==> src/rtl/rdr_pkg.sv <==
package rdr_pkg;

   // index width for a count of n items, never below one bit
   function automatic int unsigned idx_w(input int unsigned n);
      return (n <= 1) ? 1 : $clog2(n);
   endfunction

   function automatic bit is_pow2(input int unsigned n);
      return (n != 0) && ((n & (n - 1)) == 0);
   endfunction

endpackage

==> src/rtl/rdr_instr_counter.sv <==
module rdr_instr_counter #(
   parameter int TS_W = 32
) (
   input  logic            clk,
   input  logic            rst_n,
   input  logic            step,
   output logic [TS_W-1:0] count
);

   always_ff @(posedge clk or negedge rst_n) begin
      if (!rst_n)
         count <= '0;
      else if (step)
         count <= count + 1'b1;
   end

endmodule

==> src/rtl/rdr_stamp_store.sv <==
module rdr_stamp_store import rdr_pkg::*; #(
   parameter int TS_W     = 32,
   parameter int NUM_SETS = 16,
   parameter int NUM_WAYS = 4
) (
   input  logic                          clk,
   input  logic                          rst_n,
   input  logic                          wr_en,
   input  logic [idx_w(NUM_SETS)-1:0]    wr_set,
   input  logic [idx_w(NUM_WAYS)-1:0]    wr_way,
   input  logic [TS_W-1:0]               wr_ts,
   input  logic                          rd_en,
   input  logic [idx_w(NUM_SETS)-1:0]    rd_set,
   input  logic [idx_w(NUM_WAYS)-1:0]    rd_way,
   input  logic                          rd_hit,
   output logic                          rsp_valid,
   output logic [TS_W-1:0]               rsp_ts
);

   localparam int WAY_W = idx_w(NUM_WAYS);

   logic [TS_W-1:0]  stamp_q [NUM_SETS][NUM_WAYS];
   logic [TS_W-1:0]  set_row [NUM_WAYS];
   logic [TS_W-1:0]  oldest_ts;
   logic [WAY_W-1:0] oldest_way;
   logic [TS_W-1:0]  pick_ts;

   always_ff @(posedge clk or negedge rst_n) begin
      if (!rst_n) begin
         for (int s = 0; s < NUM_SETS; s++)
            for (int w = 0; w < NUM_WAYS; w++)
               stamp_q[s][w] <= '0;
      end else if (wr_en) begin
         stamp_q[wr_set][wr_way] <= wr_ts;
      end
   end

   always_comb begin
      for (int w = 0; w < NUM_WAYS; w++)
         set_row[w] = stamp_q[rd_set][w];
   end

   // The stamps double as access times, so the oldest way is the one with
   // the smallest stamp; ties go to the lowest way.
   generate
      if (NUM_WAYS == 2) begin : g_pair
         always_comb begin
            if (set_row[1] < set_row[0]) begin
               oldest_ts  = set_row[1];
               oldest_way = 1'b1;
            end else begin
               oldest_ts  = set_row[0];
               oldest_way = 1'b0;
            end
         end
      end else begin : g_scan
         always_comb begin
            oldest_ts  = set_row[0];
            oldest_way = '0;
            for (int w = 1; w < NUM_WAYS; w++) begin
               if (set_row[w] < oldest_ts) begin
                  oldest_ts  = set_row[w];
                  oldest_way = WAY_W'(w);
               end
            end
         end
      end
   endgenerate

   assign pick_ts = rd_hit ? set_row[rd_way] : set_row[oldest_way];

   always_ff @(posedge clk or negedge rst_n) begin
      if (!rst_n) begin
         rsp_valid <= 1'b0;
         rsp_ts    <= '0;
      end else begin
         rsp_valid <= rd_en;
         if (rd_en)
            rsp_ts <= pick_ts;
      end
   end

   logic unused_oldest;
   assign unused_oldest = ^oldest_ts;

endmodule

==> src/rtl/rdr_dep_filter.sv <==
module rdr_dep_filter import rdr_pkg::*; #(
   parameter int TS_W      = 32,
   parameter int NUM_CORES = 8,
   parameter int SELF_ID   = 0
) (
   input  logic                           clk,
   input  logic                           rst_n,
   input  logic                           in_valid,
   input  logic [idx_w(NUM_CORES)-1:0]    in_sender,
   input  logic [TS_W-1:0]                in_ts,
   input  logic [TS_W-1:0]                cur_ic,
   output logic                           log_valid,
   output logic [idx_w(NUM_CORES)-1:0]    log_sender,
   output logic [TS_W-1:0]                log_sender_ts,
   output logic [TS_W-1:0]                log_recv_ic
);

   localparam int ID_W = idx_w(NUM_CORES);

   logic [TS_W-1:0] seen_q [NUM_CORES];
   logic            sender_ok;
   logic            not_self;
   logic [TS_W-1:0] cur_entry;
   logic            raise;

   generate
      if (NUM_CORES == (1 << ID_W)) begin : g_full_ids
         assign sender_ok = 1'b1;
         assign cur_entry = seen_q[in_sender];
      end else begin : g_part_ids
         assign sender_ok = (int'(in_sender) < NUM_CORES);
         assign cur_entry = sender_ok ? seen_q[in_sender] : '1;
      end
   endgenerate

   assign not_self = (in_sender != ID_W'(SELF_ID));
   assign raise    = in_valid && sender_ok && not_self && (in_ts > cur_entry);

   always_ff @(posedge clk or negedge rst_n) begin
      if (!rst_n) begin
         for (int p = 0; p < NUM_CORES; p++)
            seen_q[p] <= '0;
      end else if (raise) begin
         seen_q[in_sender] <= in_ts;
      end
   end

   always_ff @(posedge clk or negedge rst_n) begin
      if (!rst_n) begin
         log_valid     <= 1'b0;
         log_sender    <= '0;
         log_sender_ts <= '0;
         log_recv_ic   <= '0;
      end else begin
         log_valid <= raise;
         if (raise) begin
            log_sender    <= in_sender;
            log_sender_ts <= in_ts;
            log_recv_ic   <= cur_ic;
         end
      end
   end

endmodule

==> src/rtl/race_dep_recorder.sv <==
module race_dep_recorder import rdr_pkg::*; #(
   parameter int NUM_CORES = 8,
   parameter int SELF_ID   = 0,
   parameter int TS_W      = 32,
   parameter int NUM_SETS  = 16,
   parameter int NUM_WAYS  = 4
) (
   input  logic                          clk,
   input  logic                          rst_n,
   input  logic                          commit_valid,
   input  logic                          commit_is_mem,
   input  logic [idx_w(NUM_SETS)-1:0]    commit_set,
   input  logic [idx_w(NUM_WAYS)-1:0]    commit_way,
   input  logic                          req_valid,
   input  logic [idx_w(NUM_SETS)-1:0]    req_set,
   input  logic [idx_w(NUM_WAYS)-1:0]    req_way,
   input  logic                          req_hit,
   output logic                          rsp_valid,
   output logic [TS_W-1:0]               rsp_ts,
   input  logic                          in_valid,
   input  logic [idx_w(NUM_CORES)-1:0]   in_sender,
   input  logic [TS_W-1:0]               in_ts,
   output logic                          log_valid,
   output logic [idx_w(NUM_CORES)-1:0]   log_sender,
   output logic [TS_W-1:0]               log_sender_ts,
   output logic [TS_W-1:0]               log_recv_ic,
   output logic [TS_W-1:0]               instr_count
);

   generate
      if (NUM_CORES < 2) begin : g_bad_cores
         $error("NUM_CORES must be at least 2");
      end
      if (SELF_ID < 0 || SELF_ID >= NUM_CORES) begin : g_bad_self
         $error("SELF_ID must name one of the cores");
      end
      if (TS_W < 2) begin : g_bad_ts
         $error("TS_W must be at least 2");
      end
      if (NUM_SETS < 2 || !is_pow2(NUM_SETS)) begin : g_bad_sets
         $error("NUM_SETS must be a power of two, at least 2");
      end
      if (NUM_WAYS < 2 || !is_pow2(NUM_WAYS)) begin : g_bad_ways
         $error("NUM_WAYS must be a power of two, at least 2");
      end
   endgenerate

   logic stamp_wr;
   assign stamp_wr = commit_valid & commit_is_mem;

   rdr_instr_counter #(
      .TS_W (TS_W)
   ) u_count (
      .clk   (clk),
      .rst_n (rst_n),
      .step  (commit_valid),
      .count (instr_count)
   );

   rdr_stamp_store #(
      .TS_W     (TS_W),
      .NUM_SETS (NUM_SETS),
      .NUM_WAYS (NUM_WAYS)
   ) u_store (
      .clk       (clk),
      .rst_n     (rst_n),
      .wr_en     (stamp_wr),
      .wr_set    (commit_set),
      .wr_way    (commit_way),
      .wr_ts     (instr_count),
      .rd_en     (req_valid),
      .rd_set    (req_set),
      .rd_way    (req_way),
      .rd_hit    (req_hit),
      .rsp_valid (rsp_valid),
      .rsp_ts    (rsp_ts)
   );

   rdr_dep_filter #(
      .TS_W      (TS_W),
      .NUM_CORES (NUM_CORES),
      .SELF_ID   (SELF_ID)
   ) u_filter (
      .clk           (clk),
      .rst_n         (rst_n),
      .in_valid      (in_valid),
      .in_sender     (in_sender),
      .in_ts         (in_ts),
      .cur_ic        (instr_count),
      .log_valid     (log_valid),
      .log_sender    (log_sender),
      .log_sender_ts (log_sender_ts),
      .log_recv_ic   (log_recv_ic)
   );

endmodule

==> config.mk <==
export PLATFORM = sky130hd
export DESIGN_NAME = race_dep_recorder
export DESIGN_NICKNAME = d
export VERILOG_FILES = /design/src/rtl/rdr_pkg.sv /design/src/rtl/rdr_instr_counter.sv /design/src/rtl/rdr_stamp_store.sv /design/src/rtl/rdr_dep_filter.sv /design/src/rtl/race_dep_recorder.sv
export SDC_FILE = /design/constraint.sdc
export NUM_CORES = 2
export LEC_CHECK = 0
export BUFFER_PORTS_ARGS = -buffer_cell sky130_fd_sc_hd__buf_2
export CAP_MARGIN = 20
export CORE_MARGIN = 3
export CORE_UTILIZATION = 40
export DETAILED_ROUTE_END_ITERATION = 10
export GPL_TIMING_DRIVEN = 0
export REMOVE_ABC_BUFFERS = 1
export SETUP_SLACK_MARGIN = 0.05
export SKIP_CTS_REPAIR_TIMING = 1
export SLEW_MARGIN = 20
export SYNTH_ARGS = -nofsm -noshare
export SYNTH_HDL_FRONTEND = slang
export SYNTH_SLANG_ARGS = --single-unit
==> constraint.sdc <==
create_clock -name clk -period 8.23 [get_ports clk]
set_input_delay 0 -clock clk [delete_from_list [all_inputs] [get_ports clk]]
set_output_delay 0 -clock clk [all_outputs]
set_load 0.02 [all_outputs]
==> results.tsv <==
metric	value	unit
fp.dieArea	289000	um^2
syn_inst	7248	
yosysSeqAreaShare	53.9	%
vdd_drop_max	0.225	mV
cts_tree	done	
ant_nets	0	
relSlewSlack	24.8	%
synth_edf_count	0	
drc_errors	0	
hold_path_class	in -> reg	
critPathArrivalTime	9.05	ns
fin_skew	0.0680	ns
power_frac_seq	45.3	%
hold_path_startpoint	req_way[1]	
grt_pass1_wl	478000	um
globalRoute.totalOverflow	0	
grt-busiest-layer	met2	
vias	66200	
num-fill-cells	24000	
die_y	538	um
grt_use_total	22.2	%
cpMostUsedCell	o211ai_1	
synth-seq-cells	2437	
grtUsageMet2	35.5	%
syn_to_final_growth	16.9	%
maxSlewViolCount	0	
clk_transition_reported_paths	0.06	ns
synth-async-reset-ratio	100	%
fmax	121	MHz
cts.sinks	2437	
drt_pass1_iterations	7	
finalHoldViolCount	2	
clock_path_buffers	4	
hpwlAfterDp	207000	um
cp-end-kind	register	
worst_slack	-0.0263	ns
leakage	62.5	nW
grt_pass1_vias	70000	
cap_viol_max_count	0	
worstMarginPinSlew	1.12	ns
p_per_area	227	nW/um^2
fin_area	132000	um^2
placed_area	121000	um^2
finalWirelength	330000	um
cts_buffers	279	
synth_ff_type	dfrtp_1	
place.gp.congestion	0.859	
final_layout_size_suffix_gt1_share	54.7	%
use_met1	30.4	%
worst_r2r_endpoint	u_store.rsp_ts[13]$_DFFE_PN0P_	
power_frac_comb	13.7	%
max_stage_delay	0.63	ns
hold_depth	5	
num_rows	194	
worstRegToRegCells	32	
coreArea	281000	um^2
drt_iter0_drc	5160	
internal_power	22.1	mW
fin_crit	8.26	ns
rrSetupSlack	-0.03	ns
ys_warn_count	0	
grt_max_degree	144	
synth_cell_types	60	
htree_levels	5	
cts_root_buffer	clkbuf_16	
die_w	538	um
rr_startpoint	u_store.stamp_q[1108]$_DFFE_PN0P_	
syn_area	113000	um^2
wl_per_cell	29.2	um
power_switching	7.97	mW
avgSynthCellArea	15.6	um^2
cp_max_fo	19	
swShare	26.5	%
whs_endpoint	u_store.rsp_ts[19]$_DFFE_PN0P_	
status	finished, violations left	
critical_path_class	reg -> reg	
cp.required	9.03	ns
violations	negative hold slack, negative setup slack	
grt.met3_usage	3.40	%
startpoint_type	register	
via_per_inst	5.87	
setup_violations	4	
initial_utilization	40.4	%
worst_path_max_delay_cell	mux4_2	
fin_nets	7532	
clkLatencyLatePin	0.90	ns
port_buffers	186	
total_power	30.1	mW
pwr-share-clk	41.0	%
rsz0062_at_grt	true	
finalCritPeriodShare	100	%
ios	187	
holdWs	-0.0185	ns
antenna_found_initial	17	
[area by class of cell]
class | count | area [um^2] | share of cell area [%]
inverters | 75 | 282 | 0.213
clock buffers | 415 | 8170 | 6.17
multi-input cells | 4033 | 50400 | 38.1
diodes | 5 | 12.5 | 0.00945
clock inverters | 71 | 893 | 0.675
flip-flops and latches | 2437 | 61100 | 46.2
repair buffers | 526 | 6820 | 5.15
well taps | 3724 | 4660 | 3.52
[flip-flops by register name (all words and copies together), names as in the netlist]
signal	count
u_count.count	32
u_filter.log_recv_ic	32
u_filter.log_sender	3
u_filter.log_sender_ts	32
u_filter.log_valid	1
u_filter.seen_q	256
u_store.rsp_ts	32
u_store.rsp_valid	1
u_store.stamp_q	2048
[power by group through the flow]
| stage | Combinational (mW) | Sequential [mW] | Clock, mW |
|---|---|---|---|
| after global placement | 3.54 | 14.0 | 0 |
| final | 4.12 | 13.6 | 12.3 |
| after detailed placement | 3.88 | 13.8 | 0 |
| after floorplan | 2.07 | 13.8 | 0 |
| after global routing | 4.43 | 13.7 | 13.1 |
| after CTS | 3.89 | 13.6 | 12.6 |
[through the flow]
step                setup WS, ns  utilization [%]  TNS, ns  cells
finish                   -0.0263             47.2  -0.0629  11300
global route              -0.268             47.2    -6.28  11300
CTS                        -2.59             46.5   -74.60  11200
detailed placement         -3.44             43.2  -103.22  10700
global placement          -46.03             41.4        -  10500
floorplan                  -4.37                -  -139.04   6543
[metal layers]
layer	vias up	routed length, um
met4	2	14500
met2	1934	155000
met3	594	18600
met1	36400	142000
li1	27300	-
met5	-	13
[worst max-delay path, delay by kind of cell (launching register included)]
family,cells,cell delay [ns]
AO/OA/AOI/OAI,12,2.66
AND/OR/NAND/NOR,8,1.84
multiplexers,3,1.43
buffers and inverters,6,1.08
adder cells (fa/ha/maj),3,0.81
flip-flops,1,0.38
[cells in the mapped netlist, types with 19 or more instances]
master	instances	area, um^2
clkbuf_1	485	1820
o211ai_1	39	293
a21oi_1	70	350
nand4_1	30	188
nor2_1	88	330
nor3_1	19	95.1
mux2i_1	80	801
xnor2_1	21	184
a21o_1	24	180
nand2_1	140	526
buf_2	50	250
dfrtp_1	2437	61000
nor2b_1	42	263
mux2_2	2301	25900
a31oi_1	32	200
ha_1	126	1580
mux4_2	719	16200
o2111ai_1	33	289
nand3_1	55	275
a211oi_2	29	363
buf_1	166	623
a211oi_1	25	188
inv_1	75	282
o21ai_0	70	350
[cells in the final DEF (no fill, tap or decap), types with 61 or more instances in the layout]
cell type  Yosys  layout
a21oi_1       70      63
clkbuf_1     485      73
mux4_2       719     719
buf_4          3      63
buf_12         0      87
dfrtp_1     2437    2405
nand2_1      140      94
o21ai_0       70      61
mux2_2      2301    2301
clkbuf_16      0     300
buf_16         0      83
inv_1         75      72
ha_1         126     115
buf_2         50     191
mux2i_1       80      65
nor2_1        88      67
[how the worst max path moves through the flow]
stage | startpoint | cells after the start | to
3_5_place_dp | req_set[0] | 34 | u_store.rsp_ts[0]$_DFFE_PN0P_
6_report | u_store.stamp_q[1108]$_DFFE_PN0P_ | 32 | u_store.rsp_ts[13]$_DFFE_PN0P_
4_1_cts | req_set[0] | 34 | u_store.rsp_ts[0]$_DFFE_PN0P_
3_3_place_gp | rst_n | 1 | u_store.stamp_q[135]$_DFFE_PN0P_
2_1_floorplan | u_store.stamp_q[117]$_DFFE_PN0P_ | 28 | u_store.rsp_ts[0]$_DFFE_PN0P_
5_1_grt | u_store.stamp_q[227]$_DFFE_PN0P_ | 40 | u_store.rsp_ts[13]$_DFFE_PN0P_
[cell families (layout without fill, tap and decap cells)]
group / Yosys count / count (layout) / share of synthesized area, %
xor gates and xnor gates: 31 / 31 / 0.240
DFF: 2437 / 2437 / 53.9
AOI/OAI and AO/OA: 362 / 364 / 2.24
and+or+nand+nor: 411 / 411 / 1.70
other: 0 / 5 / 0
adders and majority gates: 126 / 126 / 1.39
buffers and inverters: 780 / 1087 / 2.66
muxes: 3101 / 3101 / 37.9
Power figures use the tool's default switching activity.
